`src/rtl/panel_init_seq.sv`:
```
module panel_init_seq #(
  parameter int HALF_DIV = 2,
  parameter int CS_GAP   = 2
) (
  input  logic clk,
  input  logic rst_n,
  input  logic start_i,
  input  logic en_req_i,
  input  logic dis_req_i,
  output logic sclk_o,
  output logic mosi_o,
  output logic cs_n_o,
  output logic panel_en_o,
  output logic busy_o,
  output logic done_o
);
  localparam int N_ENT   = 24;
  localparam int F_BITS  = 24;
  localparam int GAP_CYC = CS_GAP * 2 * HALF_DIV;
  localparam int DW      = $clog2(HALF_DIV + 1);
  localparam int GW      = $clog2(GAP_CYC + 1);
  localparam int EW      = $clog2(N_ENT);
  localparam int BW      = $clog2(F_BITS);

  typedef enum logic [1:0] {S_IDLE, S_SHIFT, S_GAP} st_t;

  st_t                state;
  logic [DW-1:0]      div_cnt;
  logic [GW-1:0]      gap_cnt;
  logic [BW-1:0]      bit_cnt;
  logic [EW-1:0]      ent;
  logic               is_val;
  logic [F_BITS-1:0]  shreg;
  logic               sclk_r;
  logic               done_r;
  logic               en_r;

  function automatic logic [22:0] table_row(input logic [EW-1:0] i);
    case (i)
      5'd0:    table_row = {7'h01, 16'h6300};
      5'd1:    table_row = {7'h02, 16'h0200};
      5'd2:    table_row = {7'h03, 16'h0177};
      5'd3:    table_row = {7'h04, 16'h04C7};
      5'd4:    table_row = {7'h05, 16'hFFC0};
      5'd5:    table_row = {7'h06, 16'hE806};
      5'd6:    table_row = {7'h0A, 16'h4008};
      5'd7:    table_row = {7'h0B, 16'h0000};
      5'd8:    table_row = {7'h0D, 16'h0030};
      5'd9:    table_row = {7'h0E, 16'h2800};
      5'd10:   table_row = {7'h0F, 16'h0000};
      5'd11:   table_row = {7'h16, 16'h9F80};
      5'd12:   table_row = {7'h17, 16'h0A0F};
      5'd13:   table_row = {7'h1E, 16'h00C1};
      5'd14:   table_row = {7'h30, 16'h0300};
      5'd15:   table_row = {7'h31, 16'h0007};
      5'd16:   table_row = {7'h32, 16'h0000};
      5'd17:   table_row = {7'h33, 16'h0000};
      5'd18:   table_row = {7'h34, 16'h0707};
      5'd19:   table_row = {7'h35, 16'h0004};
      5'd20:   table_row = {7'h36, 16'h0302};
      5'd21:   table_row = {7'h37, 16'h0202};
      5'd22:   table_row = {7'h3A, 16'h0A0D};
      5'd23:   table_row = {7'h3B, 16'h0806};
      default: table_row = '0;
    endcase
  endfunction

  function automatic logic [F_BITS-1:0] frame_of(input logic [EW-1:0] i, input logic v);
    logic [22:0] row;
    row = table_row(i);
    frame_of = v ? {8'h72, row[15:0]} : {8'h70, 8'h00, 1'b0, row[22:16]};
  endfunction

  wire tick       = (div_cnt == DW'(HALF_DIV - 1));
  wire last_bit   = (bit_cnt == BW'(F_BITS - 1));
  wire last_entry = (ent == EW'(N_ENT - 1));
  wire gap_end    = (gap_cnt == GW'(GAP_CYC - 1));

  assign busy_o     = (state != S_IDLE);
  assign cs_n_o     = (state != S_SHIFT);
  assign mosi_o     = (state == S_SHIFT) & shreg[F_BITS-1];
  assign sclk_o     = sclk_r;
  assign done_o     = done_r;
  assign panel_en_o = en_r;

  always_ff @(posedge clk or negedge rst_n) begin
    if (!rst_n) begin
      state   <= S_IDLE;
      div_cnt <= '0;
      gap_cnt <= '0;
      bit_cnt <= '0;
      ent     <= '0;
      is_val  <= 1'b0;
      shreg   <= '0;
      sclk_r  <= 1'b0;
      done_r  <= 1'b0;
    end else begin
      done_r <= 1'b0;
      case (state)
        S_IDLE: begin
          if (start_i) begin
            state   <= S_SHIFT;
            ent     <= '0;
            is_val  <= 1'b0;
            shreg   <= frame_of('0, 1'b0);
            div_cnt <= '0;
            bit_cnt <= '0;
            sclk_r  <= 1'b0;
          end
        end
        S_SHIFT: begin
          if (!tick) begin
            div_cnt <= div_cnt + 1'b1;
          end else begin
            div_cnt <= '0;
            if (!sclk_r) begin
              sclk_r <= 1'b1;
            end else begin
              sclk_r <= 1'b0;
              if (!last_bit) begin
                bit_cnt <= bit_cnt + 1'b1;
                shreg   <= {shreg[F_BITS-2:0], 1'b0};
              end else if (is_val && last_entry) begin
                state  <= S_IDLE;
                done_r <= 1'b1;
              end else begin
                state   <= S_GAP;
                gap_cnt <= '0;
                is_val  <= ~is_val;
                if (is_val) ent <= ent + 1'b1;
              end
            end
          end
        end
        S_GAP: begin
          if (gap_end) begin
            state   <= S_SHIFT;
            shreg   <= frame_of(ent, is_val);
            bit_cnt <= '0;
            div_cnt <= '0;
          end else begin
            gap_cnt <= gap_cnt + 1'b1;
          end
        end
        default: state <= S_IDLE;
      endcase
    end
  end

  always_ff @(posedge clk or negedge rst_n) begin
    if (!rst_n)         en_r <= 1'b0;
    else if (dis_req_i) en_r <= 1'b0;
    else if (en_req_i)  en_r <= 1'b1;
  end

  p_idle_lines_r6: assert property (@(posedge clk) disable iff (!rst_n)
    cs_n_o |-> (!sclk_o && !mosi_o));

  p_mosi_hold_r5: assert property (@(posedge clk) disable iff (!rst_n)
    (sclk_o && $past(sclk_o) && !cs_n_o) |-> $stable(mosi_o));

  p_busy_rise_r7: assert property (@(posedge clk) disable iff (!rst_n)
    (!busy_o && start_i) |=> busy_o);

  p_done_pulse_r8: assert property (@(posedge clk) disable iff (!rst_n)
    done_o |=> !done_o);

  p_done_idle_r8: assert property (@(posedge clk) disable iff (!rst_n)
    done_o |-> !busy_o);

  p_en_set_r9: assert property (@(posedge clk) disable iff (!rst_n)
    (en_req_i && !dis_req_i) |=> panel_en_o);

  p_en_clr_r9: assert property (@(posedge clk) disable iff (!rst_n)
    dis_req_i |=> !panel_en_o);
endmodule

```
`config.mk`:
```
export PLATFORM = sky130hd
export DESIGN_NAME = panel_init_seq
export DESIGN_NICKNAME = d
export VERILOG_FILES = /design/src/rtl/panel_init_seq.sv
export SDC_FILE = /design/constraint.sdc
export NUM_CORES = 1
export LEC_CHECK = 0
export BUFFER_PORTS_ARGS = -buffer_cell sky130_fd_sc_hd__buf_2
export CORE_MARGIN = 2
export CORE_UTILIZATION = 61
export DETAILED_ROUTE_END_ITERATION = 10
export PLACE_DENSITY = 0.82
export SETUP_SLACK_MARGIN = 0.05
export SKIP_CTS_REPAIR_TIMING = 1
export SYNTH_ARGS = -nofsm -noshare
export SYNTH_HDL_FRONTEND = slang
export SYNTH_SLANG_ARGS = --single-unit
export TNS_END_PERCENT = 30
```
`constraint.sdc`:
```
create_clock -name clk -period 2.74 [get_ports clk]
set_input_delay 0.548 -clock clk [delete_from_list [all_inputs] [get_ports clk]]
set_output_delay 0.548 -clock clk [all_outputs]
set_load 0.02 [all_outputs]
```
Word-level counts from Yosys, hierarchy flattened
Memories as Yosys holds them, arrays and structs flattened. Index checks and enable logic that the tools add are counted.

Register bits after elaboration: 46. Bits in read-only memories: 704. Input bits: 5. Output and inout bits: 6. Logic and storage cells: 99. Memories: 1.

$add $sub $neg: 4. Equality and inequality tests: 16. Muxes and demuxes: 52. Bitwise gates (word level): 2. Reduce and logical (&&, ||, !) cells: 14.

Memory list: (name not given) (words 32, bits a word 22, rd ports 1, clocked after memory_dff 0, write ports 0, RTL line 39) `case (i)`.

Operator list (count): 24-bit 2-to-1 mux (5); 24-bit one-hot mux with 3 select lines (1); 5-bit 2-to-1 mux (10); 4-bit 2-to-1 mux (5); 18-bit 2-to-1 mux (1); 2-bit 2-to-1 mux (9); 2-bit inequality test (second input constant) (9); 6-bit AND reduction (3); 5-bit one-hot mux with 3 select lines (1); 1-bit 2-to-1 mux (14); 2-bit one-hot mux with 3 select lines (2); 5-bit by 1-bit adder with 5-bit output (second input constant) (2); 5-bit == test (second input constant) (2); 5-bit one-hot mux with 2 select lines (1); 4-bit one-hot mux with 2 select lines (1); 2-bit nonzero test (4); 7-bit AND reduction (1); 3-bit AND reduction (2); 5-bit AND reduction (1); 4-bit by 1-bit adder with 4-bit output (second input constant) (1); 2-bit by 1-bit == test with 1-bit output (second input constant) (2); 4-bit by 3-bit == test with 1-bit output (second input constant) (1); 1-bit one-hot mux with 2 select lines (2); 3-bit nonzero test (1); other kinds (7) (7).

Longest topological paths before layout
Gate-level depths: netlist of the first run.

Depth after elaboration: 7. Depth in mapped cells: 9. Gate-level depth less buffers: 7.

Worst setup path before layout of the first run
No wires, ideal clock.

Kind: reg2out. Start: reg state[1]. End: out mosi_o. Arrival: 1.587 ns. Data required time: 2.192 ns. Setup slack: 0.605 ns. Stages on the path, launching flop included: 7. Buffers on the path: 3. Path through: dfrtp_1 inv_1 ha_1 buf_2 buf_2 buf_1 and2_1.

Word-level cells in the longest chain between the ends: 2.

Ends and longest elaborated chain: start, declared (RTL line 27) `st_t state;`; start signal, assigned (RTL line 88) `state <= S_IDLE;`; start signal, assigned (RTL line 102) `state <= S_SHIFT;`; start signal, assigned (RTL line 124) `state <= S_IDLE;`; 2-bit by 1-bit == test with 1-bit output (RTL line 81) `assign mosi_o = (state == S_SHIFT) & shreg[F_BITS-1];`; 1-bit bitwise AND (RTL line 81); end, declared (RTL line 11) `output logic mosi_o,`.

No other way between the ends.

Worst setup path after layout of the first run
Same ends and word-level chain as after synthesis.

==> flow_metrics.py, run 1 <==
metrics = {
    "cells_and_area": {
        "antennaDiodeCount": 0,
        "seq_area_sq_mm": 0.00115,
        "area_delta_synth_final_pct": 5.20,
        "fin_nets": 382,
        "fillers": 395,
        "multi_input_area_sq_mm": 0.00176,
        "final_core_util_pct": 67.7,
        "drive_gt1_share_pct": 10.3,
    },
    "power_and_ir_drop": {
        "p_int_uw": 1450,
        "p_sw_share_pct": 46.0,
        "power.share.sequential_pct": 38.0,
        "clock_power_share_pct": 16.8,
        "p_comb_share_pct": 45.2,
        "leakagePower_uw": 0.00136,
        "power_density_mw_per_mm2": 828,
        "ir_drop_uv": 846,
        "switchingPower_uw": 1230,
    },
    "yosys": {
        "mappedNetlistArea_sq_mm": 0.00308,
        "ys_ff_latch": 46,
        "synthArstFlopShare_pct": 100,
        "ys_top_cells_by_count": "46 x dfrtp_1, 45 x nand2_1, 29 x nor2_1, 22 x a21oi_1, 20 x ha_1",
        "yosysUniqueCellTypes": 58,
        "synth_ff_type": "dfrtp_1",
        "syn-mean-instance-area_sq_um": 8.56,
        "synth_edf_count": 0,
        "synth_top_area_cell": "dfrtp_1",
        "yosysMostFrequentCell": "dfrtp_1",
        "ys_seq_area_share_pct": 37.4,
        "synth.top_cell.area_share_pct": 37.4,
        "syn_nets": 385,
        "yosysWarningCount": 0,
        "syn_inst": 360,
        "synthTopCellsByArea": "dfrtp_1 37%, ha_1 8.1%, nand2_1 5.5%, a21oi_1 3.6%, nor2_1 3.5%",
    },
    "sta": {
        "finalSetupViolCount": 0,
        "slew_violations": 0,
        "tightestPinTransition_ns": 0.881,
        "max_slew_margin_pct": 41.3,
        "setup_tns_ns": 0,
        "fin_crit_ns": 2.50,
        "finClkSkew_ns": 0.00666,
        "hold_violations": 0,
        "post-route-period-util_pct": 91.1,
        "clock.fmax_mhz": 401,
        "grt_setup_unrepaired": "false",
    },
    "routing": {
        "drt_iter0_markers": 306,
        "route.detailed.drc": 0,
        "postRouteAntennaNets": 0,
        "first_pass_iters": 5,
        "drt_wl_total_um": 6860,
        "wl_per_cell_um": 16.1,
        "vias": 2682,
        "viasPerCell": 6.31,
    },
    "setup_path": {
        "ff2ff_path_depth": 5,
        "cp_max_fo": 41,
        "slowest_delay_ns": 0.43,
        "slowest_stage": "dfrtp_1",
        "r2r_start": "ent[1]",
        "crit_type": "reg2out",
        "cp.arrival_ns": 1.95,
        "crit-reg2reg-capture": "ent[0]",
        "cp_cell_sequence": "inv_1, ha_1, buf_4, and2_1, buf_2",
        "worstPathRequired_ns": 2.19,
        "critPathLaunchType": "flip-flop",
        "end_kind": "output pin",
        "crit_buf_inv": 3,
        "path_depth": 5,
        "crit_path_end": "mosi_o",
        "cpLargestDelayFamily": "buffers and inverters",
        "critPathLaunch": "state[1]",
        "ff2ff_setup_slack_ns": 0.30,
    },
    "floorplan": {
        "chipHeight_um": 75.1,
        "core_sq_mm": 0.00479,
        "dieArea_sq_mm": 0.00563,
        "die_w_um": 75.1,
        "rows": 25,
        "start_util_pct": 64.4,
        "io_pins": 11,
    },
    "grt": {
        "grt_pass1_vias": 2500,
        "grt_usage_pct": 27.3,
        "antenna_found_initial": 0,
        "grt_pass1_wl_um": 11700,
        "grt-ovfl-total": 0,
        "grt_start_max_net_pins": 42,
    },
    "status": {
        "status": "finished clean",
    },
    "clock_network": {
        "clock_path_buffers": 2,
        "cts_tree": "done",
        "numClockSinks": 46,
        "clock_latency_ns": 0.31,
        "cts_made_buffers": 5,
        "htree_levels": 2,
        "clk_pin_slew_ns": 0.09,
        "cts_root_buffer": "clkbuf_8",
    },
    "placement": {
        "io_buffers": 10,
        "post-dp-hpwl_um": 4780,
        "routabilityCongestion": 0.895,
    },
    "job": {
        "cap_viol_max_count": 0,
    },
    "min_path": {
        "min_path_type": "in2async",
    },
}
logic make-up (layout without fill, tap and decap cells):
group / count (synthesis) / in the layout / share of synthesized area [%]
AND/OR/NAND/NOR: 139 / 139 / 22.5
AO/OA/AOI/OAI: 103 / 103 / 22.3
flip-flops: 46 / 46 / 37.4
buffers and inverters: 40 / 38 / 5.61
adder cells (fa/ha/maj): 20 / 20 / 8.12
multiplexers: 12 / 12 / 4.14
power groups by stage:
stage / Sequential (uW) / Combinational, uW / Clock (uW)
6_report: 1020 / 1210 / 450
5_1_grt: 1050 / 1360 / 482
4_1_cts: 1020 / 1220 / 459
3_5_place_dp: 1030 / 1220 / 0
3_3_place_gp: 1020 / 1190 / 0
2_1_floorplan: 962 / 971 / 0
final cells by class:
type	instances	area share [%]
Timing Repair Buffer	18	3.40
Inverter	12	1.39
Clock buffer	5	2.12
Clock inverter	3	0.772
Tap cell	67	2.59
Sequential cell	46	35.5
Multi-Input combinational cell	274	54.2
worst min path at each step:
stage,startpoint,endpoint
floorplan,rst_n,bit_cnt[0]
finish,rst_n,gap_cnt[2]
detailed placement,gap_cnt[3],gap_cnt[3]
global placement,shreg[14],shreg[14]
global route,rst_n,ent[1]
CTS,rst_n,div_cnt[0]
registers in the layout, summed over array words and instances (netlist names):
name	flops
sclk_o	1
shreg	24
div_cnt	2
state	2
ent	5
panel_en_o	1
bit_cnt	5
is_val	1
gap_cnt	4
done_o	1
placed cells by master, fill, tap and decap left out, drive strengths merged, types with 5 or more instances in the layout:
cell	Yosys	routed
a211oi	6	6
a22o	7	7
o21ai	28	28
ha	20	20
nor2b	6	6
nand2b	10	10
buf	20	18
nand2	45	45
clkbuf	8	5
nor2	29	29
nor3	7	7
dfrtp	46	46
a21oi	23	23
nand3	17	17
inv	10	11
o31ai	5	5
mux2i	6	6
mux2	6	6
stage by stage:
stage,power (uW),instances,area (sq um),setup slack [ns],hold WS (ns)
after global routing,2890,425,3240,0.122,0.238
after floorplan,1930,360,3080,0.605,0.252
after CTS,2700,425,3240,0.246,0.202
after detailed placement,2240,417,3150,0.382,0.472
final,2680,425,3240,0.245,0.197
after global placement,2210,417,3150,0.488,0.462
layer usage:
| metal | up-vias | GRT usage, % | routed length [um] |
|---|---|---|---|
| met5 | - | 0 | 0 |
| met4 | 0 | 9.13 | 100 |
| met3 | 11 | 4.95 | 319 |
| met2 | 81 | 43.5 | 3240 |
| met1 | 1297 | 37.8 | 3200 |
| li1 | 1293 | - | - |
Note: power is estimated with default switching activity, not from simulation.
==> run 2, diff against run 1 <==
- ABC_AREA: unset -> 1
- CORE_MARGIN: 2 -> unset
- CTS_BUF_LIST: unset -> sky130_fd_sc_hd__clkbuf_16
==> run 2 against run 1 <==
Hold slack improved by 0.028 ns. Count of clock-buffer cells in the layout unchanged. Setup slack improved by 0.21 ns. First-iteration DRC count is 13% lower. Sequential cell count did not move. Via count rose by 6.9%. Sequential power hardly changed. Non-clock buffer count stayed put. Largest cell class unchanged. Critical path depth grew 1. Power increased by 19%. Utilization increased by 1.6 points.
==> flow_metrics.py, run 2 <==
metrics = {
    "sta": {
        "setup_tns_ns": 0,
        "finClkSkew_ns": 0.00558,
        "setup_ws_ns": 0.451,
        "post-route-period-util_pct": 83.6,
        "fin_crit_ns": 2.29,
        "slew_violations": 0,
        "tightestPinTransition_ns": 0.509,
        "holdWs_ns": 0.225,
        "max_slew_margin_pct": 66.1,
        "hold_violations": 0,
        "grt_setup_unrepaired": "false",
        "clock.fmax_mhz": 437,
        "finalSetupViolCount": 0,
    },
    "routing": {
        "wl_per_cell_um": 13.7,
        "drt_wl_total_um": 7110,
        "postRouteAntennaNets": 0,
        "drt_iter0_markers": 265,
        "first_pass_iters": 5,
        "viasPerCell": 5.52,
        "route.detailed.drc": 0,
        "vias": 2866,
    },
    "floorplan": {
        "io_pins": 11,
        "rows": 25,
        "dieArea_sq_mm": 0.00544,
        "die_w_um": 73.7,
        "core_sq_mm": 0.00485,
        "chipHeight_um": 73.7,
        "start_util_pct": 64.7,
    },
    "yosys": {
        "synth_top_area_cell": "dfrtp_1",
        "yosysMostFrequentCell": "nand2_1",
        "syn-mean-instance-area_sq_um": 7.07,
        "mappedNetlistArea_sq_mm": 0.00314,
        "yosysWarningCount": 0,
        "syn_nets": 469,
        "yosysUniqueCellTypes": 33,
        "synth.top_cell.area_share_pct": 36.7,
        "ys_seq_area_share_pct": 36.7,
        "synthArstFlopShare_pct": 100,
        "synth_edf_count": 0,
        "ys_ff_latch": 46,
        "synthTopCellsByArea": "dfrtp_1 37%, nand2_1 20%, ha_1 8.0%, o21ai_0 5.6%, nand3_1 5.4%",
        "syn_inst": 444,
        "ys_top_cells_by_count": "167 x nand2_1, 46 x dfrtp_1, 35 x o21ai_0, 34 x nand3_1, 33 x inv_1",
        "synth_ff_type": "dfrtp_1",
    },
    "cells_and_area": {
        "layout_commonest_cell": "nand2_1",
        "largest_register": "shreg",
        "final_cell_area_sq_mm": 0.00336,
        "biggestRegsByFlops": "shreg (24), bit_cnt (5), ent (5)",
        "area_delta_synth_final_pct": 7.05,
        "final_core_util_pct": 69.3,
        "final_cell_mix": "167 x nand2_1, 46 x dfrtp_1, 35 x o21ai_0, 34 x nand3_1, 33 x inv_1",
        "fillers": 387,
        "drive_gt1_share_pct": 10.2,
        "fin_nets": 476,
        "antennaDiodeCount": 0,
        "largest_reg_flops": 24,
    },
    "grt": {
        "grt-ovfl-total": 0,
        "grt_start_max_net_pins": 31,
        "antenna_found_initial": 0,
        "grt_pass1_wl_um": 11500,
        "grt_pass1_vias": 2571,
        "grt_usage_pct": 27.9,
    },
    "status": {
        "status": "finished clean",
    },
    "setup_path": {
        "cp.arrival_ns": 1.74,
        "ff2ff_path_depth": 9,
        "crit_type": "reg2out",
        "end_kind": "output pin",
        "critPathLaunchType": "flip-flop",
        "worstPathRequired_ns": 2.19,
        "cp_max_fo": 13,
        "ff2ff_setup_slack_ns": 0.52,
    },
    "placement": {
        "preCtsSetupSlack_ns": 0.559,
        "placed_area_sq_mm": 0.00321,
        "post-dp-hpwl_um": 5110,
        "routabilityCongestion": 0.957,
        "io_buffers": 10,
    },
    "clock_network": {
        "clk_pin_slew_ns": 0.06,
        "numClockSinks": 46,
        "clock_path_buffers": 2,
        "htree_levels": 2,
        "cts_made_buffers": 5,
        "cts_tree": "done",
        "cts_root_buffer": "clkbuf_16",
        "clock_latency_ns": 0.29,
    },
    "power_and_ir_drop": {
        "power_density_mw_per_mm2": 953,
        "ir_drop_uv": 482,
        "leakagePower_uw": 0.00177,
    },
    "min_path": {
        "min_path_type": "in2async",
    },
    "job": {
        "cap_viol_max_count": 0,
    },
}
run 2: final cells by class:
class | instances | area, sq um | share of cell area [%]
clock inverter | 3 | 23.8 | 0.707
inverter | 38 | 143 | 4.24
sequential | 46 | 1150 | 34.3
multi-input combinational | 342 | 1720 | 51.3
tap | 67 | 83.8 | 2.49
clock buffer | 5 | 125 | 3.72
timing repair buffer | 18 | 110 | 3.28
run 2: per-stage QoR:
| stage | power (uW) | cells |
|---|---|---|
| final | 3200 | 519 |
| after global routing | 3440 | 519 |
| after CTS | 3190 | 519 |
| after detailed placement | 2570 | 511 |
| after global placement | 2530 | 511 |
| after floorplan | 2280 | 444 |
run 2: power breakdown:
group	internal (uW)	switching [uW]	total, uW
Combinational	494	1110	1600
Clock	341	268	609
Sequential	835	156	992
Total	1670	1530	3200
run 2: kinds of logic after synthesis:
family	Yosys count	synth area share, %
AND/OR/NAND/NOR	251	34.0
flip-flops	46	36.7
XOR/XNOR	5	1.39
buffers and inverters	56	8.41
AO/OA/AOI/OAI	66	11.6
adder cells (fa/ha/maj)	20	7.97
run 2: final timing paths:
kind	to	from
min in group clk	panel_en_o	dis_req_i
max reg2reg	shreg[2]	state[1]
max	cs_n_o	state[1]
max in group asynchronous	shreg[7]	rst_n
min reg2reg	shreg[3]	shreg[3]
min	ent[1]	rst_n
run 2: worst max-delay path, cell delays in order (launching register included):
cell and delay, ns:
dfrtp_1 0.40, inv_1 0.09, ha_1 0.18, buf_4 0.18, inv_1 0.22, buf_4 0.20, buf_2 0.17
run 2: metal layers:
layer,track usage (%),wire length [um],part of all wire [%]
met1,35.9,3150,44
met2,48.3,3360,47
met3,5.21,512,7.2
met4,6.84,89,1.3
met5,0,0,0
